`src/rtl/evt_capture_pkg.sv`:
```
package evt_capture_pkg;

    localparam int CNT_W_DEF = 16;
    localparam int SYNC_STAGES_DEF = 2;

    typedef enum logic {
        POL_FALL = 1'b0,
        POL_RISE = 1'b1
    } pol_e;

    typedef struct packed {
        logic [CNT_W_DEF-1:0] stamp;
        logic                 flag;
    } cap_state_t;

endpackage

```
`src/rtl/evt_capture_sync.sv`:
```
module evt_capture_sync #(
    parameter int STAGES = 2
) (
    input  logic clk,
    input  logic rst_n,
    input  logic din,
    output logic dout
);
    localparam int DEPTH = (STAGES < 2) ? 2 : STAGES;

    logic [DEPTH-1:0] chain_d, chain_q;

    always_comb begin
        chain_d = {chain_q[DEPTH-2:0], din};
    end

    always_ff @(posedge clk or negedge rst_n) begin
        if (!rst_n) chain_q <= '0;
        else        chain_q <= chain_d;
    end

    assign dout = chain_q[DEPTH-1];
endmodule

```
`src/rtl/evt_capture_edge.sv`:
```
module evt_capture_edge
    import evt_capture_pkg::*;
(
    input  logic clk,
    input  logic rst_n,
    input  logic level,
    input  pol_e pol,
    output logic hit
);
    logic prev_d, prev_q;

    always_comb begin
        prev_d = level;
        unique case (pol)
            POL_RISE: hit = level & ~prev_q;
            default:  hit = ~level & prev_q;
        endcase
    end

    always_ff @(posedge clk or negedge rst_n) begin
        if (!rst_n) prev_q <= 1'b0;
        else        prev_q <= prev_d;
    end
endmodule

```
`src/rtl/evt_capture_core.sv`:
```
module evt_capture_core
    import evt_capture_pkg::*;
(
    input  logic                 clk,
    input  logic                 rst_n,
    input  logic                 hit,
    input  logic [CNT_W_DEF-1:0] count,
    input  logic                 ack,
    input  logic                 wr,
    input  logic                 wdata,
    output logic [CNT_W_DEF-1:0] stamp,
    output logic                 flag
);
    cap_state_t st_d, st_q;
    logic       clear;

    always_comb begin
        st_d  = st_q;
        clear = ack | (wr & wdata);
        if (clear) st_d.flag = 1'b0;
        // a capture in the same cycle overrides any clear
        if (hit) begin
            st_d.stamp = count;
            st_d.flag  = 1'b1;
        end
    end

    always_ff @(posedge clk or negedge rst_n) begin
        if (!rst_n) st_q <= '0;
        else        st_q <= st_d;
    end

    assign stamp = st_q.stamp;
    assign flag  = st_q.flag;
endmodule

```
`src/rtl/evt_capture.sv`:
```
module evt_capture
    import evt_capture_pkg::*;
#(
    parameter int SYNC_STAGES = SYNC_STAGES_DEF
) (
    input  logic                 clk,
    input  logic                 rst_n,
    input  logic [CNT_W_DEF-1:0] count_i,
    input  logic                 pin_i,
    input  logic                 cmp_i,
    input  logic                 src_sel_i,
    input  logic                 edge_sel_i,
    input  logic                 irq_en_i,
    input  logic                 irq_ack_i,
    input  logic                 clr_wr_i,
    input  logic                 clr_wdata_i,
    output logic [CNT_W_DEF-1:0] stamp_o,
    output logic                 flag_o,
    output logic                 irq_o
);
    localparam int NSRC = 2;

    logic [NSRC-1:0] raw_src;
    logic [NSRC-1:0] sync_src;
    logic [NSRC-1:0] src_hit;
    logic            cap_hit;
    pol_e            pol;

    assign raw_src = {cmp_i, pin_i};
    assign pol     = pol_e'(edge_sel_i);

    for (genvar s = 0; s < NSRC; s++) begin : g_src
        evt_capture_sync #(.STAGES(SYNC_STAGES)) u_sync (
            .clk  (clk),
            .rst_n(rst_n),
            .din  (raw_src[s]),
            .dout (sync_src[s])
        );
        evt_capture_edge u_edge (
            .clk  (clk),
            .rst_n(rst_n),
            .level(sync_src[s]),
            .pol  (pol),
            .hit  (src_hit[s])
        );
    end

    assign cap_hit = src_hit[src_sel_i];

    evt_capture_core u_core (
        .clk  (clk),
        .rst_n(rst_n),
        .hit  (cap_hit),
        .count(count_i),
        .ack  (irq_ack_i),
        .wr   (clr_wr_i),
        .wdata(clr_wdata_i),
        .stamp(stamp_o),
        .flag (flag_o)
    );

    assign irq_o = flag_o & irq_en_i;
endmodule

```
`config.mk`:
```
export PLATFORM = sky130hd
export DESIGN_NAME = evt_capture
export DESIGN_NICKNAME = d
export VERILOG_FILES = /design/src/rtl/evt_capture_pkg.sv /design/src/rtl/evt_capture_sync.sv /design/src/rtl/evt_capture_edge.sv /design/src/rtl/evt_capture_core.sv /design/src/rtl/evt_capture.sv
export SDC_FILE = /design/constraint.sdc
export NUM_CORES = 1
export LEC_CHECK = 0
export BUFFER_PORTS_ARGS = -buffer_cell sky130_fd_sc_hd__buf_2
export CORE_UTILIZATION = 47
export CTS_CLUSTER_SIZE = 16
export DETAILED_ROUTE_END_ITERATION = 10
export GPL_ROUTABILITY_DRIVEN = 1
export GPL_TIMING_DRIVEN = 0
export HOLD_SLACK_MARGIN = 0.15
export PLACE_DENSITY_LB_ADDON = 0.3
export REMOVE_ABC_BUFFERS = 1
export SLEW_MARGIN = 10
export SYNTH_ARGS = -nofsm -noshare
export SYNTH_HDL_FRONTEND = slang
export SYNTH_SLANG_ARGS = --single-unit
```
`constraint.sdc`:
```
create_clock -name clk -period 4.8 [get_ports clk]
set_clock_uncertainty 0.05 [all_clocks]
set_input_delay 0.96 -clock clk [delete_from_list [all_inputs] [get_ports clk]]
set_output_delay 0.96 -clock clk [all_outputs]
set_load 0.1 [all_outputs]
```
==> run_results.csv <==
group,metric,value,unit
outcome,status,"completed",
yosys,synth-seq-cells,23,
die,start_util,0.507,
layout,areaGrowthSynthToFinish,28.4,%
route,wirelength,1450,µm
global_routing,grt_pass1_wl,2070,µm
die,fp.dieArea,2080,µm²
die,row_count,15,
critical_path,reg2reg_slack,2.83,ns
yosys,synthFlopType,"dfrtp_1",
yosys,async_flop_share,1.00,
clock_network,cts.root.buffer_cell,"clkbuf_4",
route,vias,560,
placed_design,dpl_cell_area,1120,µm²
placed_design,placed_cells,117,
critical_path,cp-end-kind,"output pin",
sta,finalCritPeriodShare,0.533,
min_path,hold_path_class,"reg -> reg",
clock_network,insertion_delay,0.30,ns
pwr,pwr_density_cell,505,nW/µm²
layout,drive_gt1_frac,0.698,
global_routing,grt_start_max_net_pins,24,
route,post-route-drc-count,0,
clock_network,hold_buffers,0,
layout,final_cell_area,1150,µm²
clock_network,clkSinkCount,23,
critical_path,cp.arrival,1.55,ns
yosys,synth_edf_count,0,
sta,finalSetupTns,0,ns
global_routing,gr-usage-all-layers,0.147,
sta,hold_slack,0.315,ns
sta,maxSlewHeadroom,0.541,
route,avgRoutedWirePerCell,12.0,µm
yosys,yosys-top-cells-count,"23 x dfrtp_1, 9 x mux2_4, 7 x mux2_2",
clock_network,clkSlewWorstSetupHoldPaths,0.12,ns
sta,fmax,391,MHz
critical_path,rr_endpoint,"u_core.stamp[3]$_DFFE_PN0P_",
clock_network,clock_path_buffers,2,
yosys,ys_top_cells_by_area,"dfrtp_1 64%, mux2_4 15%, mux2_2 8.8%",
clock_network,cts_buffers,3,
pwr,leakagePower,0.585,nW
critical_path,worst_r2r_startpoint,"g_src[1].u_sync.chain_q[1]$_DFF_PN0_",
route,ant_nets,0,
critical_path,crit_fanout,1,
clock_network,tritoncts,"yes",
yosys,yosysSeqAreaShare,0.643,
critical_path,worst-setup-path-type,"in -> out",
sta,finalHoldViolations,0,
die,io_pins,44,
sta,worst_pin_slew,0.689,ns
placed_design,dpl.hpwl,1090,µm
global_routing,grt_overflow,0,
sta,post-route-min-period,2.56,ns
global_routing,grt_pass1_vias,497,
sta,drv_slew,0,
critical_path,critPathLaunchType,"primary input",
die,die_w,45.6,µm
critical_path,worst_setup_path_startpoint,"irq_en_i",
layout,fin_util,0.651,
flow_run,cap_violations,0,
layout,diodes,0,
route,drt_pass1_iterations,2,
yosys,yosys.area.top_type,"dfrtp_1",
route,via_per_inst,4.63,
layout,finalNonFillerCells,121,
placed_design,gp_congestion,0.614,
yosys,avgSynthCellArea,17.9,µm²
yosys,syn_area,895,µm²
global_routing,antenna_found_initial,0,
placed_design,preCtsSetupSlack,2.11,ns
yosys,synth_cells,50,
yosys,yosysTopAreaCellShare,0.643,
critical_path,crit_end,"irq_o",
route,first_iter_violations,1,
sta,setup_violations,0,
yosys,yosys_warnings,0,
clock_network,cts.htree.levels,1,
clock_network,post_cts_buffers,0,
sta,rsz0062_at_grt,"no",
critical_path,r2r_cells,3,
die,coreArea,1760,µm²
placed_design,io_buffers,43,
clock_network,cts_resized,0,
yosys,ys_types,14,
critical_path,crit_required,3.79,ns
sta,setup_ws,2.24,ns
pwr,ir_drop,0.349,mV
yosys,synth.most_common_cell,"dfrtp_1",
layout,layout.nets,123,
die,fp.dieH,45.6,µm
pwr,total_power,0.580,mW
==> final cells by class <==
| type | instances | area, µm² |
|---|---|---|
| fillers | 156 | 616 |
| flip-flops and latches | 23 | 576 |
| multi-input cells | 25 | 295 |
| repair buffers | 43 | 215 |
| well taps | 25 | 31.3 |
| clock buffers | 3 | 22.5 |
| clock inverters | 1 | 5.00 |
| inverters | 1 | 3.75 |
==> flip-flops by register name (all words and copies together) (netlist names) <==
name	flops
g_src.u_edge.prev_q	2
g_src.u_sync.chain_q	4
u_core.flag	1
u_core.stamp	16
==> per-layer routing <==
metal / routed length, µm / part of all wire / track usage / vias to the layer above
li1: - / - / - / 267
met1: 660 / 0.46 / 0.180 / 260
met2: 668 / 0.46 / 0.223 / 29
met3: 90 / 0.062 / 0.0476 / 4
met4: 29 / 0.020 / 0.0909 / 0
met5: 0 / 0 / 0 / -
==> cell usage in the layout (no fill, tap or decap) <==
cell and n:
buf_2 43, mux2_4 9, mux2_2 7, nor3b_1 1, nand2_1 1, clkinv_2 1, a31oi_4 1, nand3b_1 1
and2_1 1, and3b_2 1, inv_1 1, dfrtp_1 23, or3b_4 1, a31o_2 1, clkbuf_4 3, nor3_1 1
==> how the worst min path moves through the flow <==
stage	start	to	slack [ns]	depth (start not counted)
floorplan	g_src[0].u_sync.chain_q[0]$_DFF_PN0_	g_src[0].u_sync.chain_q[1]$_DFF_PN0_	0.28	0
global placement	g_src[1].u_sync.chain_q[0]$_DFF_PN0_	g_src[1].u_sync.chain_q[1]$_DFF_PN0_	0.28	0
detailed placement	g_src[0].u_sync.chain_q[0]$_DFF_PN0_	g_src[0].u_sync.chain_q[1]$_DFF_PN0_	0.29	0
CTS	g_src[1].u_sync.chain_q[0]$_DFF_PN0_	g_src[1].u_sync.chain_q[1]$_DFF_PN0_	0.32	0
global route	g_src[1].u_sync.chain_q[0]$_DFF_PN0_	g_src[1].u_sync.chain_q[1]$_DFF_PN0_	0.32	0
finish	g_src[1].u_sync.chain_q[0]$_DFF_PN0_	g_src[1].u_sync.chain_q[1]$_DFF_PN0_	0.32	0
==> cell families after synthesis <==
| kind of cell | Yosys count | synth area share |
|---|---|---|
| compound gates | 2 | 0.0336 |
| buf+inv | 2 | 0.0266 |
| flops | 23 | 0.643 |
| mux | 16 | 0.239 |
| simple gates | 7 | 0.0573 |
==> power breakdown <==
group / leakage, nW / switching [mW] / total [mW] / internal, mW
clock: 0.0177 / 0.0541 / 0.0852 / 0.0310
sequential: 0.269 / 0.0129 / 0.232 / 0.219
combinational: 0.298 / 0.209 / 0.263 / 0.0539
==> critical path, cell delays in order <==
cell and delay (ns):
buf_2 0.07, and2_1 0.10, buf_2 0.41
Note: power is estimated with default switching activity, not from simulation.
